`config.mk`:
```
export PLATFORM = sky130hd
export DESIGN_NAME = banked_irq_ctrl
export DESIGN_NICKNAME = d
export VERILOG_FILES = /design/src/rtl/icb_pkg.sv /design/src/rtl/icb_addr_dec.sv /design/src/rtl/icb_setclr_reg.sv /design/src/rtl/icb_src_stage.sv /design/src/rtl/banked_irq_ctrl.sv
export SDC_FILE = /design/constraint.sdc
export NUM_CORES = 1
export LEC_CHECK = 0
export BUFFER_PORTS_ARGS = -buffer_cell sky130_fd_sc_hd__buf_2
export CORE_ASPECT_RATIO = 1.1
export CORE_MARGIN = 1
export CORE_UTILIZATION = 40
export DETAILED_ROUTE_END_ITERATION = 8
export PLACE_DENSITY = 0.59
export SLEW_MARGIN = 20
export SYNTH_ARGS = -nofsm -noshare
export SYNTH_HDL_FRONTEND = slang
export SYNTH_SLANG_ARGS = --single-unit
```
`constraint.sdc`:
```
create_clock -name clk -period 11.8 [get_ports clk]
set_input_delay 2.36 -clock clk [delete_from_list [all_inputs] [get_ports clk]]
set_output_delay 2.36 -clock clk [all_outputs]
set_load 0.01 [all_outputs]
```
`src/rtl/icb_pkg.sv`:
```
`timescale 1ns/1ps
package icb_pkg;
  // Each bank owns a 32-byte window of eight word registers.
  localparam int unsigned WIN_LSB  = 5;
  localparam int unsigned KIND_LSB = 2;

  typedef enum logic [2:0] {
    RK_EN_SET  = 3'd0,
    RK_EN_CLR  = 3'd1,
    RK_INV_SET = 3'd2,
    RK_INV_CLR = 3'd3,
    RK_ARM_SET = 3'd4,
    RK_ARM_CLR = 3'd5,
    RK_RAW     = 3'd6,
    RK_MST     = 3'd7
  } reg_kind_e;

  typedef struct packed {
    logic en_set;
    logic en_clr;
    logic inv_set;
    logic inv_clr;
    logic arm_set;
    logic arm_clr;
  } bank_wr_t;
endpackage

```
`src/rtl/icb_addr_dec.sv`:
```
`timescale 1ns/1ps
module icb_addr_dec
  import icb_pkg::*;
#(
  parameter int unsigned NUM_BANKS = 3,
  parameter int unsigned ADDR_W    = 8,
  localparam int unsigned BIDX_W   = ADDR_W - WIN_LSB
) (
  input  logic [ADDR_W-1:0] addr,
  input  logic              wr_en,
  output bank_wr_t          wr_strb [NUM_BANKS],
  output logic              clr_we,
  output logic              rd_hit,
  output logic [BIDX_W-1:0] rd_bank,
  output reg_kind_e         rd_kind
);
  // The shared edge-clear register sits just past the last bank window.
  localparam logic [ADDR_W-1:0] CLR_ADDR = ADDR_W'(NUM_BANKS << WIN_LSB);

  logic aligned;
  logic sel;

  always_comb begin
    aligned = (addr[KIND_LSB-1:0] == '0);
    rd_bank = addr[ADDR_W-1:WIN_LSB];
    rd_kind = reg_kind_e'(addr[WIN_LSB-1:KIND_LSB]);
    rd_hit  = aligned && (32'(rd_bank) < NUM_BANKS);
    clr_we  = wr_en && (addr == CLR_ADDR);
    for (int b = 0; b < NUM_BANKS; b++) begin
      sel = wr_en && rd_hit && (rd_bank == BIDX_W'(b));
      wr_strb[b].en_set  = sel && (rd_kind == RK_EN_SET);
      wr_strb[b].en_clr  = sel && (rd_kind == RK_EN_CLR);
      wr_strb[b].inv_set = sel && (rd_kind == RK_INV_SET);
      wr_strb[b].inv_clr = sel && (rd_kind == RK_INV_CLR);
      wr_strb[b].arm_set = sel && (rd_kind == RK_ARM_SET);
      wr_strb[b].arm_clr = sel && (rd_kind == RK_ARM_CLR);
    end
  end
endmodule

```
`src/rtl/icb_setclr_reg.sv`:
```
`timescale 1ns/1ps
module icb_setclr_reg #(
  parameter int unsigned W = 32
) (
  input  logic         clk,
  input  logic         rst_n,
  input  logic         set_we,
  input  logic         clr_we,
  input  logic [W-1:0] wdata,
  output logic [W-1:0] q
);
  logic [W-1:0] q_nxt;
  logic         upd;

  always_comb begin
    upd   = set_we | clr_we;
    q_nxt = q;
    if (set_we) q_nxt = q_nxt | wdata;
    if (clr_we) q_nxt = q_nxt & ~wdata;
  end

  always_ff @(posedge clk or negedge rst_n) begin
    if (!rst_n)   q <= '0;
    else if (upd) q <= q_nxt;
  end
endmodule

```
`src/rtl/icb_src_stage.sv`:
```
`timescale 1ns/1ps
module icb_src_stage #(
  parameter int unsigned W    = 32,
  parameter bit          EDGE = 1'b0
) (
  input  logic         clk,
  input  logic         rst_n,
  input  logic [W-1:0] src,
  input  logic [W-1:0] inv,
  input  logic [W-1:0] arm,
  input  logic         clr_we,
  input  logic [W-1:0] clr_mask,
  output logic [W-1:0] raw
);
  logic [W-1:0] pol;

  always_comb pol = src ^ inv;

  generate
    if (EDGE) begin : g_edge
      logic [W-1:0] prev_q;
      logic [W-1:0] lat_q;
      logic [W-1:0] lat_nxt;
      logic [W-1:0] rise;

      always_comb begin
        rise    = pol & ~prev_q;
        lat_nxt = lat_q;
        if (clr_we) lat_nxt = lat_nxt & ~clr_mask;
        // A fresh edge wins over a clear on the same edge.
        lat_nxt = lat_nxt | (rise & arm);
      end

      always_ff @(posedge clk or negedge rst_n) begin
        if (!rst_n) begin
          prev_q <= '0;
          lat_q  <= '0;
        end else begin
          prev_q <= pol;
          lat_q  <= lat_nxt;
        end
      end

      assign raw = lat_q & arm;
    end else begin : g_level
      logic unused_lvl;
      assign unused_lvl = ^{clk, rst_n, clr_we, clr_mask};
      assign raw = pol & arm;
    end
  endgenerate
endmodule

```
`src/rtl/banked_irq_ctrl.sv`:
```
`timescale 1ns/1ps
module banked_irq_ctrl
  import icb_pkg::*;
#(
  parameter int unsigned NUM_BANKS = 3,
  parameter int unsigned BANK_W    = 32,
  parameter int unsigned ADDR_W    = 8,
  parameter int unsigned EDGE_BANK = 1,
  localparam int unsigned NUM_SRC  = NUM_BANKS * BANK_W,
  localparam int unsigned BIDX_W   = ADDR_W - WIN_LSB
) (
  input  logic               clk,
  input  logic               rst_n,
  input  logic [ADDR_W-1:0]  addr,
  input  logic               wr_en,
  input  logic [BANK_W-1:0]  wdata,
  output logic [BANK_W-1:0]  rd_data,
  input  logic [NUM_SRC-1:0] src_in,
  output logic               irq
);
  // Reset: asserted asynchronously, released after two clock edges.
  logic [1:0] rst_pipe;
  logic       rst_sn;

  always_ff @(posedge clk or negedge rst_n) begin
    if (!rst_n) rst_pipe <= '0;
    else        rst_pipe <= {rst_pipe[0], 1'b1};
  end
  assign rst_sn = rst_pipe[1];

  bank_wr_t          wr_strb [NUM_BANKS];
  logic              clr_we;
  logic              rd_hit;
  logic [BIDX_W-1:0] rd_bank;
  reg_kind_e         rd_kind;

  icb_addr_dec #(
    .NUM_BANKS (NUM_BANKS),
    .ADDR_W    (ADDR_W)
  ) u_dec (
    .addr    (addr),
    .wr_en   (wr_en),
    .wr_strb (wr_strb),
    .clr_we  (clr_we),
    .rd_hit  (rd_hit),
    .rd_bank (rd_bank),
    .rd_kind (rd_kind)
  );

  logic [BANK_W-1:0]  en_q  [NUM_BANKS];
  logic [BANK_W-1:0]  inv_q [NUM_BANKS];
  logic [BANK_W-1:0]  arm_q [NUM_BANKS];
  logic [BANK_W-1:0]  raw_w [NUM_BANKS];
  logic [BANK_W-1:0]  mst_w [NUM_BANKS];
  logic [NUM_SRC-1:0] en_all;
  logic [NUM_SRC-1:0] inv_all;
  logic [NUM_SRC-1:0] arm_all;
  logic [NUM_SRC-1:0] raw_all;
  logic [NUM_SRC-1:0] mst_all;

  generate
    for (genvar b = 0; b < NUM_BANKS; b++) begin : g_bank
      icb_setclr_reg #(.W(BANK_W)) u_en (
        .clk    (clk),
        .rst_n  (rst_sn),
        .set_we (wr_strb[b].en_set),
        .clr_we (wr_strb[b].en_clr),
        .wdata  (wdata),
        .q      (en_q[b])
      );

      icb_setclr_reg #(.W(BANK_W)) u_inv (
        .clk    (clk),
        .rst_n  (rst_sn),
        .set_we (wr_strb[b].inv_set),
        .clr_we (wr_strb[b].inv_clr),
        .wdata  (wdata),
        .q      (inv_q[b])
      );

      icb_setclr_reg #(.W(BANK_W)) u_arm (
        .clk    (clk),
        .rst_n  (rst_sn),
        .set_we (wr_strb[b].arm_set),
        .clr_we (wr_strb[b].arm_clr),
        .wdata  (wdata),
        .q      (arm_q[b])
      );

      icb_src_stage #(
        .W    (BANK_W),
        .EDGE (b == EDGE_BANK)
      ) u_src (
        .clk      (clk),
        .rst_n    (rst_sn),
        .src      (src_in[b*BANK_W +: BANK_W]),
        .inv      (inv_q[b]),
        .arm      (arm_q[b]),
        .clr_we   (clr_we),
        .clr_mask (wdata),
        .raw      (raw_w[b])
      );

      assign mst_w[b] = raw_w[b] & en_q[b];

      assign en_all [b*BANK_W +: BANK_W] = en_q[b];
      assign inv_all[b*BANK_W +: BANK_W] = inv_q[b];
      assign arm_all[b*BANK_W +: BANK_W] = arm_q[b];
      assign raw_all[b*BANK_W +: BANK_W] = raw_w[b];
      assign mst_all[b*BANK_W +: BANK_W] = mst_w[b];
    end
  endgenerate

  // Read multiplexer and request reduction.
  logic [BANK_W-1:0] rd_nxt;
  logic              irq_nxt;

  always_comb begin
    rd_nxt = '0;
    for (int b = 0; b < NUM_BANKS; b++) begin
      if (rd_hit && (rd_bank == BIDX_W'(b))) begin
        case (rd_kind)
          RK_EN_SET:  rd_nxt = en_q[b];
          RK_INV_SET: rd_nxt = inv_q[b];
          RK_ARM_SET: rd_nxt = arm_q[b];
          RK_RAW:     rd_nxt = raw_w[b];
          RK_MST:     rd_nxt = mst_w[b];
          default:    rd_nxt = '0;
        endcase
      end
    end
    irq_nxt = |mst_all;
  end

  always_ff @(posedge clk or negedge rst_sn) begin
    if (!rst_sn) begin
      rd_data <= '0;
      irq     <= 1'b0;
    end else begin
      rd_data <= rd_nxt;
      irq     <= irq_nxt;
    end
  end
endmodule

```
**Yosys cells after proc, flatten, opt, wreduce, memory -nomap -nowiden**

Cells that the tools add are included.

- Magnitude comparators: 1
- Equality and inequality tests: 10
- Multiplexer cells: 25
- Bitwise logic cells: 42
- Reduce and logical (&&, ||, !) cells: 31

Operators by type and width:

| operator | number |
|---|---|
| 32-bit 2-to-1 mux | 22 |
| 32-bit AND | 18 |
| 32-bit one-hot mux with 5 select lines | 3 |
| 32-bit OR | 10 |
| 96-bit OR reduction | 1 |
| 32-bit XOR | 3 |
| 32-bit inverter | 2 |
| 1-bit logical AND | 27 |
| 3-bit equality test (second input constant) | 4 |
| 3-bit by 2-bit equality test with 1-bit output (second input constant) | 3 |
| 1-bit OR | 9 |
| 8-bit by 7-bit equality test with 1-bit output (second input constant) | 1 |
| 3-bit by 1-bit equality test with 1-bit output (second input constant) | 2 |
| 3-bit logical NOT | 2 |
| 3-bit by 2-bit < comparator with 1-bit output (second input constant) | 1 |
| 2-bit logical NOT | 1 |

- Register bits after elaboration: 387
- Input port bits: 139
- Output and inout bits: 33

**Logic depth before layout (Yosys ltp)**

Gate-level depths: netlist of run 1.

- Word-level depth: 8
- Gate-level depth with buffers: 10
- Gate-level depth less buffers: 6

**Hierarchy**

Synthesis of run 1 repeated with hierarchy kept, for this count alone.

- Cells, all modules: 2034
- Area, all modules: 20134.3 µm²

Modules (own cells, without submodules):

| module | instances | cells each | area each (µm²) |
|---|---|---|---|
| icb_setclr_reg | 9 | 102 | 1169.9 |
| banked_irq_ctrl | 1 | 721 | 5650.4 |
| icb_src_stage (g_bank[1].u_src) | 1 | 227 | 2676.3 |
| icb_src_stage (g_bank[0].u_src ...) | 2 | 64 | 480.5 |
| icb_addr_dec | 1 | 40 | 317.8 |

**Worst setup path before layout of run 1**

OpenSTA, ideal clock, no wires.

- Path type: input to register
- From: input addr[4]
- To: register rd_data[27]
- Library setup time: 129 ps
- Arrival time: 3523 ps
- Required time: 11671 ps
- Path slack: 8148 ps
- Stages: 9
- Path buffers: 3
- Cell sequence: buf_4 > inv_2 > buf_2 > nor2_1 > buf_2 > a221oi_1 > nor2_1 > a311oi_1 > a21oi_1

- Word-level cells in the longest chain between the ends: 5
- Elaborated cells on any way between the ends: 11
- Those cells by class: 4 x eq/ne; 6 x mux; 1 x reduce/logical

Ends and longest elaborated chain:

| element | line | text |
|---|---|---|
| start: declaration | banked_irq_ctrl.sv:14 | `input logic [ADDR_W-1:0] addr,` |
| 3-bit equality test, or another cell as far along | banked_irq_ctrl.sv:122 | `case (rd_kind)` |
| 32-bit one-hot mux with 5 select lines | banked_irq_ctrl.sv:122 |  |
| 32-bit 2-to-1 mux (2 in a row) | banked_irq_ctrl.sv:121 | `if (rd_hit && (rd_bank == BIDX_W'(b))) begin` |
| 32-bit 2-to-1 mux (*) | banked_irq_ctrl.sv:121 |  |
| net rd_nxt[27] | banked_irq_ctrl.sv:115 | `logic [BANK_W-1:0] rd_nxt;` |
| end signal: assignment | banked_irq_ctrl.sv:140 | `rd_data <= rd_nxt;` |
| end: declaration | banked_irq_ctrl.sv:17 | `output logic [BANK_W-1:0] rd_data,` |

The timed path passes the listed nets; every way through them passes the cells marked *.
A chain may end at the register's enable or synchronous reset.

==> out/metrics.cfg, run 1 <==
[cts]
htreeDepth = 2
cts_buffers = 42
cts_tree = yes
path_clk_slew_ns = 0.06
cts_num_sinks = 387
cts_resized = 0
clkLatencyLatePin_ns = 0.59
clock_path_buffers = 3
cts-root-buf = clkbuf_16
cts_hold_buf = 0
cts_setup_buffers = 0

[layout]
final_util_pct = 45.8
areaGrowthSynthToFinish_pct = 13.0
mostFrequentLayoutCells = 675 x a21oi_1, 386 x dfrtp_1, 168 x buf_2
layout_commonest_cell = a21oi_1
fin_nets = 2405
fin_cells = 2951
drive_gt1_share_pct = 13.7
postLayoutCellArea_um2 = 22500
n_antenna_cell = 0

[die]
fp.dieArea_um2 = 50600
ios = 172
initial_utilization_pct = 40.6
coreArea_um2 = 49000
die_h_um = 236
rows = 85
die_w_um = 215

[place]
hpwl_um = 46800
dp.cells = 2873
place_congestion = 0.881
place_area_um2 = 21000
preCtsSetupSlack_ns = 6.22
port_buffers = 171

[route]
postRouteAntennaNets = 0
vias_per_cell = 6.24
vias = 18428
wl_per_cell_um = 25.3
firstDrtPassIters = 6
drt_wl_total_um = 74700
drcViolationCount = 0
drt_iter0_drc = 2288

[critical_path]
critPathRequiredTime_ns = 12.30
crit_path_end_kind = flop
rr_startpoint = rst_pipe[1]
slowest_delay_ns = 0.80
crit_slowest_cell = nor2_2
rrSetupSlack_ns = 8.71
timing.rr.end = rd_data[15]
start_kind = input port
worst-path-max-fanout = 61
worstPathArrival_ns = 5.60
cp_cell_sequence = buf_6, inv_2, buf_4, nand3_1, nor2_2, buf_4, a21oi_1, a21oi_1
critPathKind = input port to flop
rr_worst_depth = 3

[worst_hold_path]
min_from = rst_pipe[0]
hold_end = rst_pipe[1]
hold_class = flop to flop
hold_depth = 0

[outcome]
status = finished clean

[sta]
fin_setup_tns_ns = 0
finalMaxSlewViolations = 0
fin_crit_sh_pct = 43.3
hold_viol = 0
fmax_mhz = 196
setup_viol = 0
tightest_slew_ns = 1.20
finalCriticalPeriod_ns = 5.10
rsz0062_at_grt = no
slew_headroom_pct = 19.7
skew_ns = 0.0185
timing.hold.ws_ns = 0.351
setup_slack_ns = 6.70

[power_and_ir_drop]
p_seq_share_pct = 47.0
pwr-share-comb_pct = 10.5
sw_frac_of_total_pct = 27.3
p_int_mw = 2.32
power.switching_uw = 873
ir_drop_v = 0.0000861
power.leakage_nw = 10.2
total_power_mw = 3.20
power.density_nw_per_um2 = 142
clockPowerShare_pct = 42.5

[synth]
synth_edf_count = 0
syn_area_um2 = 19900
synth-xor-area-share_pct = 4.23
ys_warn_count = 0
ys_types = 61
muxShareOfSynthArea_pct = 3.32
synthAdderAreaFrac_pct = 0
synth_top_family_by_area = compound AO/OA/AOI/OAI gates
synth_compound_area_share_pct = 28.4
synth-simple-area-share_pct = 9.97
ys_seq_area_share_pct = 48.7
ys.flop_type = dfrtp_1
async_reset_ff_share_pct = 100
syn-num-nets = 2360
syn_inst = 2221
synth_area_per_cell_um2 = 8.95
ys_ff_latch = 387

[grt]
grt_usage_pct = 29.2
grt-ovfl-total = 0
grt_max_degree = 82
grt_pass1_wl_um = 112000
antenna_found_initial = 3
grt_pass1_vias = 17479

[flow_run]
max-cap-violations = 0

-- how the worst max path moves through the flow --
stage                      startpoint   endpoint  slack (ns)  cells past startpoint
after floorplan           rst_pipe[1]  async pin        0.22                      0
after global placement        addr[4]       flop        6.23                      8
after detailed placement      addr[3]       flop        6.22                      8
after CTS                     addr[3]       flop        6.76                      8
after global routing          addr[3]       flop        6.64                      7
final                         addr[3]       flop        6.70                      8
-- cells by family (layout without fill, tap and decap cells) --
family / count (synthesis) / after routing
multiplexers: 66 / 66
flip-flops: 387 / 387
AND/OR/NAND/NOR: 416 / 416
other: 1 / 1
AO/OA/AOI/OAI: 1013 / 1013
XOR/XNOR: 96 / 96
buffers and inverters: 242 / 320
-- synthesized netlist by cell type, types with 23 or more instances --
cell | instances | area share (%)
nor2_1 | 51 | 0.96
mux2i_1 | 66 | 3.3
dfrtp_1 | 387 | 49
a31oi_1 | 29 | 0.91
clkbuf_1 | 95 | 1.8
a21oi_1 | 675 | 17
xor2_1 | 94 | 4.1
nand2_1 | 132 | 2.5
a32o_1 | 34 | 1.7
a211oi_1 | 23 | 0.87
inv_1 | 34 | 0.64
nor3_1 | 30 | 0.76
nand3_1 | 121 | 3.0
o211ai_1 | 28 | 1.1
o21ai_0 | 144 | 3.6
buf_2 | 93 | 2.3
-- per-layer routing --
layer,global-route usage [%],routed length (um),vias to the layer above
met5,0,23,-
met4,13.2,3350,4
met3,5.92,7230,179
met2,45.6,34000,962
met1,39.2,30200,9090
li1,-,-,8193
-- area by class of cell --
type,count,area [um2]
multi-input cells,1592,9250
clock buffers,60,1290
inverters,36,135
flip-flops and latches,387,9690
fillers,4690,26600
clock inverters,17,119
repair buffers,207,1160
well taps,652,816
-- critical path: cells and delay by family --
kind                   cells  cell delay, ns
buffers and inverters      4            1.75
AO/OA/AOI/OAI              2            0.24
AND/OR/NAND/NOR            2            1.18
-- power groups by stage --
stage,clock [mW],sequential (mW),combinational [mW]
2_1_floorplan,0,1.52,0.211
3_3_place_gp,0,1.52,0.320
3_5_place_dp,0,1.53,0.331
4_1_cts,1.37,1.50,0.333
5_1_grt,1.42,1.52,0.369
6_report,1.36,1.50,0.336
No activity file was read; power rests on OpenSTA's default activity.
==> run 2, diff against run 1 <==
- ABC_AREA: not set -> 1
- PLACE_DENSITY: 0.59 -> 0.57
- clock period: 11.8 -> 5.36 ns (I/O delays scaled with it)
==> run 2 against run 1 <==
Against the previous run:
- area after synthesis rose by 2.9%
- clock skew rose by 0.0053 ns
- worst setup slack got worse by 4.7 ns
- design area rose by 3.9%
- synthesized cell count rose by 14%
- sequential power rose by 110%
==> out/metrics.cfg, run 2 <==
[cts]
clkLatencyLatePin_ns = 0.59
cts-root-buf = clkbuf_16
path_clk_slew_ns = 0.06
cts_setup_buffers = 0
htreeDepth = 2
cts_num_sinks = 387
cts_hold_buf = 0
cts_resized = 0
cts_buffers = 44
cts_tree = yes
clock_path_buffers = 3

[route]
wl_per_cell_um = 23.2
postRouteAntennaNets = 0
drt-met1-wl_um = 32600
drcViolationCount = 0
firstDrtPassIters = 8
drt_iter0_drc = 2049
top_layer_used = met5
drt_wl_total_um = 76700
vias = 19716
wl_met2_um = 34900
vias_per_cell = 5.95
wl_met3_um = 6360

[synth]
syn-num-nets = 2672
async_reset_ff_share_pct = 100
ys_top_cells_by_area = dfrtp_1 47%, nand2_1 11%, inv_1 6.3%
ys_ff_latch = 387
synth_common_cells = 581 x nand2_1, 387 x dfrtp_1, 346 x inv_1, 179 x a21oi_1, 146 x a22oi_1
ys_types = 28
yosysTopAreaCellShare_pct = 47.3
ys_seq_area_share_pct = 47.3
syn_inst = 2533
synth_edf_count = 0
yosys.area.top_type = dfrtp_1
ys.flop_type = dfrtp_1
ys_warn_count = 0
synth_area_per_cell_um2 = 8.08
syn_area_um2 = 20500
yosysMostFrequentCell = nand2_1

[grt]
grt_usage_pct = 29.5
grt_pass1_wl_um = 116000
grt_max_degree = 155
antenna_found_initial = 4
grt-ovfl-total = 0
grt_pass1_vias = 18826

[sta]
finalMaxSlewViolations = 0
fmax_mhz = 298
skew_ns = 0.0238
setup_viol = 0
fin_setup_tns_ns = 0
finalCriticalPeriod_ns = 3.36
timing.hold.ws_ns = 0.277
fin_crit_sh_pct = 62.7
tightest_slew_ns = 1.18
hold_viol = 0
slew_headroom_pct = 20.8
rsz0062_at_grt = no

[die]
die_h_um = 239
rows = 86
die_w_um = 218
initial_utilization_pct = 40.7
coreArea_um2 = 50300
fp.dieArea_um2 = 52000
ios = 172

[outcome]
status = finished clean

[layout]
layout_commonest_cell = nand2_1
drive_gt1_share_pct = 12.4
multiInputGateArea_um2 = 8820
areaGrowthSynthToFinish_pct = 14.1
nFillCells = 4903
fin_nets = 2755
fin_cells = 3313
mostFrequentLayoutCells = 581 x nand2_1, 386 x dfrtp_1, 346 x inv_1
regArea_um2 = 9690

[flow_run]
max-cap-violations = 0

[critical_path]
cp_cell_sequence = buf_2, clkinv_2, nor2_1, nand2_1, nor2_4, buf_4, a22oi_1
worst-path-buf-inv = 3
crit_path_start = addr[2]
crit_slowest_cell = nor2_4
path_delay_family = simple AND/OR/NAND/NOR gates
critPathKind = input port to flop
critPathRequiredTime_ns = 5.80
worstPathArrival_ns = 3.80
slowest_delay_ns = 0.94
start_kind = input port
worst-path-max-fanout = 42
crit_path_end_kind = flop

[power_and_ir_drop]
power.leakage_nw = 11.2
ir_drop_v = 0.000202
power.density_nw_per_um2 = 297

[place]
port_buffers = 171
hpwl_um = 47300
place_congestion = 0.846
dp.cells = 3229

[worst_hold_path]
hold_class = input port to async pin

==> run 2: stage by stage <==
| step | instance area (um2) | setup WS (ns) | util [%] | power, mW |
|---|---|---|---|---|
| final | 23300 | 2.00 | 46.5 | 6.93 |
| after global routing | 23300 | 1.89 | 46.5 | 7.15 |
| after CTS | 23300 | 2.08 | 46.4 | 6.96 |
| after detailed placement | 21800 | 1.43 | 43.5 | 3.85 |
| after global placement | 21800 | 1.45 | 43.4 | 3.84 |
| after floorplan | 20500 | 1.55 | - | 3.58 |
==> run 2: cell families (layout without fill, tap and decap cells) <==
group / count (synthesis) / count (layout) / synth area share [%]
simple gates: 890 / 890 / 18.5
compound gates: 697 / 697 / 22.7
buf+inv: 526 / 644 / 10.0
flops: 387 / 387 / 47.3
xor+xnor: 32 / 32 / 1.37
other cells: 1 / 3 / 0.0183
==> run 2: report_power, final <==
part	total, mW	internal, mW	switching [mW]
logic	0.676	0.207	0.469
clock network	3.11	1.83	1.28
registers	3.14	3.04	0.0960
total	6.93	5.08	1.85
==> run 2: final cells by class <==
class                           count  area share, %
Tap cell                          660           3.54
Clock inverter                     12          0.514
Timing Repair Buffer              206           5.12
Inverter                          357           5.74
Multi-Input combinational cell   1620           37.8
Sequential cell                   387           41.5
Antenna cell                        2         0.0214
Clock buffer                       69           5.81
==> run 2: metal layers <==
layer  up-vias  GRT usage, %
met5         -             0
met4         4          12.1
met1      9719          40.6
met3       170          4.65
met2       945          46.1
li1       8878             -
==> run 2: final timing paths <==
path | slack (ns) | endpoint | depth (start not counted)
max | 2.00 | flop | 7
min | 0.28 | rst_pipe[1] | 1
max reg2reg | 3.41 | irq | 7
min reg2reg | 0.35 | rst_pipe[1] | 0
max in group asynchronous | 3.60 | async pin | 1
min in group clk | 0.35 | rst_pipe[1] | 0
